**src/rtl/mgpio_pkg.sv**
```systemverilog
package mgpio_pkg;
    // Register byte offsets; software addresses these directly.
    localparam int unsigned OFS_DIR  = 'h00;
    localparam int unsigned OFS_ODR  = 'h04;
    localparam int unsigned OFS_DAT  = 'h08;
    localparam int unsigned OFS_EVT  = 'h0C;
    localparam int unsigned OFS_MSK  = 'h10;
    localparam int unsigned OFS_CTL  = 'h14;
    localparam int unsigned OFS_IBE  = 'h18;
endpackage

```
**src/rtl/mgpio_sync.sv**
```systemverilog
module mgpio_sync #(
    parameter int unsigned WIDTH  = 32,
    parameter int unsigned STAGES = 2
) (
    input  logic             clk,
    input  logic             rst_n,
    input  logic [WIDTH-1:0] async_i,
    output logic [WIDTH-1:0] sync_o
);
    logic [STAGES-1:0][WIDTH-1:0] st_d, st_q;

    always_comb begin
        st_d[0] = async_i;
    end

    for (genvar s = 1; s < STAGES; s++) begin : g_stage
        always_comb begin
            st_d[s] = st_q[s-1];
        end
    end

    always_ff @(posedge clk) begin
        if (!rst_n) st_q <= '0;
        else        st_q <= st_d;
    end

    assign sync_o = st_q[STAGES-1];
endmodule

```
**src/rtl/mgpio_evt.sv**
```systemverilog
module mgpio_evt #(
    parameter int unsigned WIDTH = 32
) (
    input  logic             clk,
    input  logic             rst_n,
    input  logic [WIDTH-1:0] sync_i,
    input  logic [WIDTH-1:0] fall_only_i,
    input  logic             clr_i,
    input  logic [WIDTH-1:0] clr_bits_i,
    output logic [WIDTH-1:0] evt_o
);
    typedef struct packed {
        logic [WIDTH-1:0] prev;
        logic [WIDTH-1:0] evt;
    } evt_st_t;

    evt_st_t st_d, st_q;
    logic [WIDTH-1:0] hit;

    always_comb begin
        // change on the line, restricted to high-to-low where falling-only
        hit = (st_q.prev ^ sync_i) & (~fall_only_i | st_q.prev);
        st_d      = st_q;
        st_d.prev = sync_i;
        // a fresh edge outranks a simultaneous clear
        st_d.evt  = (st_q.evt & ~(clr_i ? clr_bits_i : '0)) | hit;
    end

    always_ff @(posedge clk) begin
        if (!rst_n) st_q <= '0;
        else        st_q <= st_d;
    end

    assign evt_o = st_q.evt;


    edge_sets_chk: assert property (@(posedge clk) disable iff (!rst_n)
        (hit != '0) |=> ((evt_o & $past(hit)) == $past(hit)));


    clear_empties_chk: assert property (@(posedge clk) disable iff (!rst_n)
        clr_i |=> ((evt_o & $past(clr_bits_i) & ~$past(hit)) == '0));


    fall_only_chk: assert property (@(posedge clk) disable iff (!rst_n)
        ((evt_o & ~$past(evt_o) & $past(fall_only_i)
          & ($past(sync_i) | ~$past(sync_i, 2))) == '0));
endmodule

```
**src/rtl/mgpio_bank.sv**
```systemverilog
module mgpio_bank
    import mgpio_pkg::*;
#(
    parameter int unsigned NUM_LINES   = 32,
    parameter int unsigned ADDR_W      = 5,
    parameter int unsigned SYNC_STAGES = 2
) (
    input  logic                 clk,
    input  logic                 rst_n,
    input  logic                 bus_wr,
    input  logic [ADDR_W-1:0]    bus_addr,
    input  logic [NUM_LINES-1:0] bus_wdata,
    output logic [NUM_LINES-1:0] bus_rdata,
    input  logic [NUM_LINES-1:0] pad_in,
    output logic [NUM_LINES-1:0] pad_out,
    output logic [NUM_LINES-1:0] pad_oe,
    output logic                 irq_out
);
    localparam int unsigned LAST = NUM_LINES - 1;

    typedef struct packed {
        logic [NUM_LINES-1:0] dir;
        logic [NUM_LINES-1:0] odr;
        logic [NUM_LINES-1:0] dout;
        logic [NUM_LINES-1:0] din;
        logic [NUM_LINES-1:0] msk;
        logic [NUM_LINES-1:0] ctl;
        logic [NUM_LINES-1:0] ibe;
    } regs_t;

    localparam regs_t REGS_RST = '{dir: '0, odr: '0, dout: '0, din: '0,
                                   msk: '0, ctl: '0, ibe: '1};

    regs_t r_d, r_q;

    logic [NUM_LINES-1:0] pin_reg_order;   // pad_in in register bit order
    logic [NUM_LINES-1:0] sync_r;
    logic [NUM_LINES-1:0] evt_r;
    logic [NUM_LINES-1:0] drive_en_r, drive_val_r;
    logic                 evt_clr;
    logic                 addr_hit;

    // line n <-> register bit LAST-n
    for (genvar g = 0; g < NUM_LINES; g++) begin : g_swap
        assign pin_reg_order[LAST-g] = pad_in[g];
        assign pad_oe[g]             = drive_en_r[LAST-g];
        assign pad_out[g]            = drive_val_r[LAST-g];
    end

    mgpio_sync #(.WIDTH(NUM_LINES), .STAGES(SYNC_STAGES)) u_sync (
        .clk     (clk),
        .rst_n   (rst_n),
        .async_i (pin_reg_order),
        .sync_o  (sync_r)
    );

    assign evt_clr = bus_wr && (bus_addr == ADDR_W'(OFS_EVT));

    mgpio_evt #(.WIDTH(NUM_LINES)) u_evt (
        .clk         (clk),
        .rst_n       (rst_n),
        .sync_i      (sync_r),
        .fall_only_i (r_q.ctl),
        .clr_i       (evt_clr),
        .clr_bits_i  (bus_wdata),
        .evt_o       (evt_r)
    );

    always_comb begin
        r_d = r_q;
        // capture synchronised pins only where the input buffer is on
        r_d.din = (r_q.ibe & sync_r) | (~r_q.ibe & r_q.din);
        if (bus_wr) begin
            case (bus_addr)
                ADDR_W'(OFS_DIR): r_d.dir  = bus_wdata;
                ADDR_W'(OFS_ODR): r_d.odr  = bus_wdata;
                ADDR_W'(OFS_DAT): r_d.dout = bus_wdata;
                ADDR_W'(OFS_MSK): r_d.msk  = bus_wdata;
                ADDR_W'(OFS_CTL): r_d.ctl  = bus_wdata;
                ADDR_W'(OFS_IBE): r_d.ibe  = bus_wdata;
                default: ;
            endcase
        end
    end

    always_ff @(posedge clk) begin
        if (!rst_n) r_q <= REGS_RST;
        else        r_q <= r_d;
    end

    always_comb begin
        case (bus_addr)
            ADDR_W'(OFS_DIR): bus_rdata = r_q.dir;
            ADDR_W'(OFS_ODR): bus_rdata = r_q.odr;
            ADDR_W'(OFS_DAT): bus_rdata = (r_q.dir & r_q.dout) | (~r_q.dir & r_q.din);
            ADDR_W'(OFS_EVT): bus_rdata = evt_r;
            ADDR_W'(OFS_MSK): bus_rdata = r_q.msk;
            ADDR_W'(OFS_CTL): bus_rdata = r_q.ctl;
            ADDR_W'(OFS_IBE): bus_rdata = r_q.ibe;
            default:          bus_rdata = '0;
        endcase
    end

    // open-drain: drive low for 0, release for 1
    assign drive_en_r  = r_q.dir & ~(r_q.odr & r_q.dout);
    assign drive_val_r = r_q.dout & ~r_q.odr;
    assign irq_out     = |(evt_r & r_q.msk);

    assign addr_hit = (bus_addr == ADDR_W'(OFS_DIR)) || (bus_addr == ADDR_W'(OFS_ODR))
                   || (bus_addr == ADDR_W'(OFS_DAT)) || (bus_addr == ADDR_W'(OFS_EVT))
                   || (bus_addr == ADDR_W'(OFS_MSK)) || (bus_addr == ADDR_W'(OFS_CTL))
                   || (bus_addr == ADDR_W'(OFS_IBE));


    dir_clear_chk: assert property (@(posedge clk) disable iff (!rst_n)
        (bus_wr && bus_addr == ADDR_W'(OFS_DIR) && bus_wdata == '0) |=> (pad_oe == '0));


    mask_off_chk: assert property (@(posedge clk) disable iff (!rst_n)
        (bus_wr && bus_addr == ADDR_W'(OFS_MSK) && bus_wdata == '0) |=> !irq_out);


    unmapped_rd_chk: assert property (@(posedge clk) disable iff (!rst_n)
        !addr_hit |-> (bus_rdata == '0));
endmodule

```
**config.mk**
```make
export PLATFORM = sky130hd
export DESIGN_NAME = mgpio_bank
export DESIGN_NICKNAME = d
export VERILOG_FILES = /design/src/rtl/mgpio_pkg.sv /design/src/rtl/mgpio_sync.sv /design/src/rtl/mgpio_evt.sv /design/src/rtl/mgpio_bank.sv
export SDC_FILE = /design/constraint.sdc
export NUM_CORES = 1
export LEC_CHECK = 0
export ABC_AREA = 1
export CAP_MARGIN = 15
export CORE_ASPECT_RATIO = 0.75
export CORE_MARGIN = 3
export CORE_UTILIZATION = 30
export DETAILED_ROUTE_END_ITERATION = 8
export GPL_ROUTABILITY_DRIVEN = 1
export MAX_ROUTING_LAYER = met4
export PLACE_DENSITY = 0.46
export SETUP_SLACK_MARGIN = 0.4
export SLEW_MARGIN = 25
export SYNTH_ARGS = -nofsm -noshare
export SYNTH_HDL_FRONTEND = slang
export SYNTH_SLANG_ARGS = --single-unit
```
**constraint.sdc**
```tcl
create_clock -name clk -period 2.1 [get_ports clk]
set_input_delay 0.63 -clock clk [delete_from_list [all_inputs] [get_ports clk]]
set_output_delay 0.63 -clock clk [all_outputs]
set_load 0.01 [all_outputs]
```
== Yosys cells after proc, flatten, opt, wreduce, memory -nomap -nowiden ==
Index checks and enable logic that the tools add are counted.
Widths: inputs -> output; s select.

* Input port bits: 72
* Output and inout bits: 97
* Word-level logic and storage cells: 49
* Flip-flop bits (word level): 352

* Reductions and logical operators: 9
* Muxes and demuxes: 2
* Equal/unequal tests: 6
* Bitwise gates (word level): 21

{| class="wikitable"
|+ Operators by type and width
! kind !! number
|-
| $and 32x32->32 || 10
|-
| $pmux 32 s7 || 1
|-
| $not 32->32 || 6
|-
| $or 32x32->32 || 4
|-
| $mux 32 || 1
|-
| $reduce_or 32->1 || 1
|-
| $xor 32x32->32 || 1
|-
| $eq 5x5->1 const B || 3
|-
| $reduce_and 2->1 || 6
|-
| $eq 5x4->1 const B || 2
|-
| $eq 5x3->1 const B || 1
|-
| $logic_not 5->1 || 1
|-
| $logic_and 1x1->1 || 1
|}

== Logic depth before layout (Yosys ltp) ==
* Depth in word-level cells: 6
* Depth in mapped cells: 8
* Depth with buffers taken out: 7

== By module ==
A second synthesis with hierarchy kept.

* Cells, all modules: 2664
* Area, all modules: 16758.6 sq um

{| class="wikitable"
|+ Modules (own cells, without submodules)
! module !! cells each !! seq. area each (sq um) !! area each (sq um) !! times used
|-
| mgpio_bank || 1974 || 4484.3 || 11882.6 || 1
|-
| mgpio_evt || 491 || 1281.2 || 3035.4 || 1
|-
| mgpio_sync || 199 || 1281.2 || 1840.5 || 1
|}

== Least setup slack after synthesis ==
Ideal clock, no wire load.

* Kind: input port to output port
* Start point: input bus_addr[1]
* End point: output bus_rdata[0]
* Required time: 1.470 ns
* Cell stages on the path: 8
* Setup slack: -0.021 ns
* Path buffers: 1
* Data arrival time: 1.491 ns
* Cell sequence: nor2_4 nand2_4 inv_2 nand2_1 buf_2 o21ai_0 nor2_1 nand2_1

* Longest elaborated chain between the ends: 2
* Elaborated cells between the ends (all ways): 8
* Classes of those cells: 6 x eq/ne; 1 x mux; 1 x reduce/logical

{| class="wikitable"
|+ Ends and longest elaborated chain
! what !! RTL line !! source
|-
| start, declared || mgpio_bank.sv:11 || <nowiki>input logic [ADDR_W-1:0] bus_addr,</nowiki>
|-
| $eq 5x5->1, or another cell as far along || mgpio_bank.sv:92 || <nowiki>case (bus_addr)</nowiki>
|-
| $pmux 32 s7 * || mgpio_bank.sv:92 ||
|-
| end, declared || mgpio_bank.sv:13 || <nowiki>output logic [NUM_LINES-1:0] bus_rdata,</nowiki>
|}

Every way passes the cells marked *; elsewhere a longest branch is shown, timed or not.

== Worst setup path in the final report ==
* Start point: input bus_addr[0]
* End point: output bus_rdata[17]

Same word-level chain as after synthesis.

==> run_results.csv <==
group,metric,value,unit
clock_tree,htreeDepth,2,
final_layout,layout.nets,2545,
logic_synthesis,avgSynthCellArea,6.82,um2
timing,finClkSkew,0.0125,ns
worst_setup_path,regToRegSetupSlack,1.14,ns
flow_run,cap_viol_max_count,0,
worst_setup_path,cp.arrival,2.09,ns
worst_setup_path,cp_cell_sequence,"buf_6 -> nor2_4 -> buf_6 -> buf_8 -> nand2_8 -> nor2_4 -> buf_12 -> buf_12 -> buf_6 -> nand2_2 -> nand2_2 -> nor2_1 -> nand2_1 -> buf_2",
global_route,antenna_found_initial,1,
logic_synthesis,synthCells,2165,
global_route,grt_max_degree,53,
logic_synthesis,synth_seq_cells,352,
logic_synthesis,syn_area,14800,um2
final_layout,fillers,4824,
pwr,p_leak,10.1,nW
route,drt_iter0_drc,1029,
clock_tree,cts_tree,"done",
logic_synthesis,synth-seq-area-share,0.477,
final_layout,drive_gt1_frac,0.309,
logic_synthesis,yosys-top-cells-area,"dfxtp_1 48%, nand2_1 14%, nor2_1 8.3%",
route,wl,55900,um
clock_tree,cts_root_buf,"clkbuf_16",
floorplan,die_h,198,um
route,vias,14772,
worst_setup_path,path_class,"input pin to output pin",
worst_setup_path,cp_num_cells,14,
logic_synthesis,synth.largest_area_cell,"dfxtp_1",
timing,rsz0062_at_grt,"yes",
worst_setup_path,cpMaxStageDelayCell,"buf_12",
clock_tree,clockBufferDepth,3,
worst_setup_path,reg2reg_from,"r_q[34]",
clock_tree,clock_sinks,352,
place,dp_hpwl,33500,um
final_layout,fin_cells,3139,
worst_setup_path,cp_common_cell,"buf_6",
logic_synthesis,synth_nets,2237,
floorplan,rows,69,
place,gp_congestion,0.792,
worst_setup_path,r2r_end,"u_evt.evt_o[2]",
pwr,p_total,0.0151,W
floorplan,die-area,51900,um2
worst_setup_path,reg2regPathDepth,3,
clock_tree,cts_buffers,40,
route,firstDrtPassIters,5,
logic_synthesis,yosysUniqueCellTypes,24,
global_route,grt_use_total,0.215,
timing,setup_violations,33,
timing,timing.final.max_slew_violations,0,
global_route,grt_pass1_vias,13943,
timing,setup_ws,-0.623,ns
worst_setup_path,crit_path_end,"bus_rdata[17]",
timing,max_slew_margin,0.640,
clock_tree,clk_pin_slew,0.05,ns
worst_setup_path,cp_max_fo,7,
logic_synthesis,yosys_warnings,0,
pwr,powerDensity,694,nW/um2
min_path,hp-class,"flip-flop to flip-flop",
route,wl_per_cell,17.8,um
timing,clock.fmax,367,MHz
worst_setup_path,path_delay_family,"buffers and inverters",
place,io_buffers,168,
pwr,ir_worst_vdd,0.642,mV
timing,fin_crit_sh,1.30,
route,antenna_left,0,
outcome,status,"finished, violations left",
timing,hold_viol,0,
timing,min_period,2.72,ns
global_route,gr-total-overflow,0,
floorplan,initial_utilization,0.307,
worst_setup_path,critPathBufInv,7,
route,drc_errors,0,
final_layout,area_delta_synth_final,47.6,%
place,post-place-cells,2949,
outcome,failed_checks,"setup timing",
worst_setup_path,slowest_delay,0.16,ns
floorplan,io_pins,169,
floorplan,coreArea,48000,um2
worst_setup_path,crit_required,1.47,ns
worst_setup_path,startpoint,"bus_addr[0]",
route,avgViaCountPerCell,4.71,
timing,worst_pin_slew,0.540,ns
worst_setup_path,worst_setup_path_end_kind,"output pin",
floorplan,die_width,262,um
global_route,grt_pass1_wl,83000,um
worst_setup_path,start_kind,"input pin",
clock_tree,cts.hold.buffers_added,0,
clock_tree,clk_latency,0.54,ns
logic_synthesis,synth.top_cell.area_share,0.477,
-- where the power goes --
group          internal [W]  leakage, nW  switching [W]
registers           0.00686         2.92       0.000127
clock network       0.00418        0.643        0.00283
logic              0.000484         6.56       0.000648
-- per-layer routing --
layer | GRT usage | share of wire
met1 | 0.313 | 0.49
met2 | 0.317 | 0.43
met3 | 0.0317 | 0.056
met4 | 0.0428 | 0.020
met5 | - | 0
-- registers in the layout, summed over array words and instances (netlist names), named ones only --
signal,flops
u_sync.st_d,32
u_sync.sync_o,32
r_q,192
u_evt.evt_o,32
u_evt.st_q,32
-- per-stage QoR --
stage,cell area [um2],worst slack [ns],hold WS (ns),setup TNS (ns),util
2_1_floorplan,14800,-0.000131,0.390,-0.000262,-
3_3_place_gp,17800,-1.35,0.394,-89.11,0.371
3_5_place_dp,17800,-1.33,0.399,-91.70,0.371
4_1_cts,20900,-0.636,0.413,-18.09,0.436
5_1_grt,21800,-0.670,0.436,-19.86,0.454
6_report,21800,-0.623,0.411,-18.10,0.454
-- worst reg2reg max path: stages (launching register included) --
cell	delay (ns)
dfxtp_1	0.44
nor3_1	0.09
a21oi_1	0.21
a21oi_1	0.10
-- cell usage after synthesis --
| cell type | number |
|---|---|
| nand2_1 | 551 |
| dfxtp_1 | 352 |
| nor2_1 | 325 |
| inv_1 | 293 |
| o21ai_0 | 204 |
| a21oi_1 | 192 |
| clkbuf_1 | 51 |
| buf_2 | 39 |
| nand3_1 | 34 |
| nor3_1 | 32 |
| o211ai_1 | 32 |
| o21ai_1 | 19 |
| nand4_1 | 10 |
| inv_2 | 7 |
| buf_4 | 6 |
| nor2_4 | 4 |
| buf_1 | 3 |
| buf_6 | 3 |
| nand2_2 | 2 |
| nand3_2 | 2 |
| clkinv_1 | 1 |
| nand2_4 | 1 |
| nand4_2 | 1 |
| nor2_2 | 1 |
-- logic make-up (layout without fill, tap and decap cells) --
logic type             count (synthesis)  count (layout)  share of synthesized area
AND/OR/NAND/NOR                      963             963                      0.257
flip-flops                           352             352                      0.477
buffers and inverters                403             737                      0.109
other                                  0               1                          0
AO/OA/AOI/OAI                        447             447                      0.157
-- worst min-delay path by stage --
stage | start | to | slack [ns] | cells after the start
final | u_sync.st_d[47] | u_sync.sync_o[15] | 0.41 | 2
after global routing | u_sync.st_d[49] | u_sync.sync_o[17] | 0.44 | 2
after CTS | u_sync.st_d[47] | u_sync.sync_o[15] | 0.41 | 2
after detailed placement | u_sync.st_d[47] | u_sync.sync_o[15] | 0.40 | 2
after global placement | u_sync.st_d[49] | u_sync.sync_o[17] | 0.39 | 2
after floorplan | u_sync.st_d[32] | u_sync.sync_o[0] | 0.39 | 2
-- final cells by class --
cell class                      instances  area (um2)  area share
Timing Repair Buffer                  368        4130       0.190
Inverter                              301        1160      0.0532
Clock inverter                         13         150     0.00689
Antenna cell                            1        2.50    0.000115
Sequential cell                       352        7190       0.330
Multi-Input combinational cell       1410        7200       0.331
Tap cell                              639         800      0.0367
Clock buffer                           55        1150      0.0527
-- placed cells by master (no fill, tap or decap), drive strengths merged --
cell,count
nand2,554
dfxtp,352
nor2,330
inv,302
buf,299
o21ai,223
a21oi,192
clkdlybuf4s50,64
clkbuf,59
nand3,36
o211ai,32
nor3,32
nand4,11
clkinv,8
bufinv,3
diode,1
clkinvlp,1
bufbuf,1
-- repair_timing --
| action | in CTS | in global routing |
|---|---|---|
| cloned | 16 | 3 |
| setup endpoints to repair | 254 | 225 |
| gates resized for setup | 889 | 188 |
| hold endpoints to repair | 0 | 0 |
| buffers inserted | 74 | 28 |
| pin swaps | 135 | 78 |
Note: power is estimated with default switching activity, not from simulation.
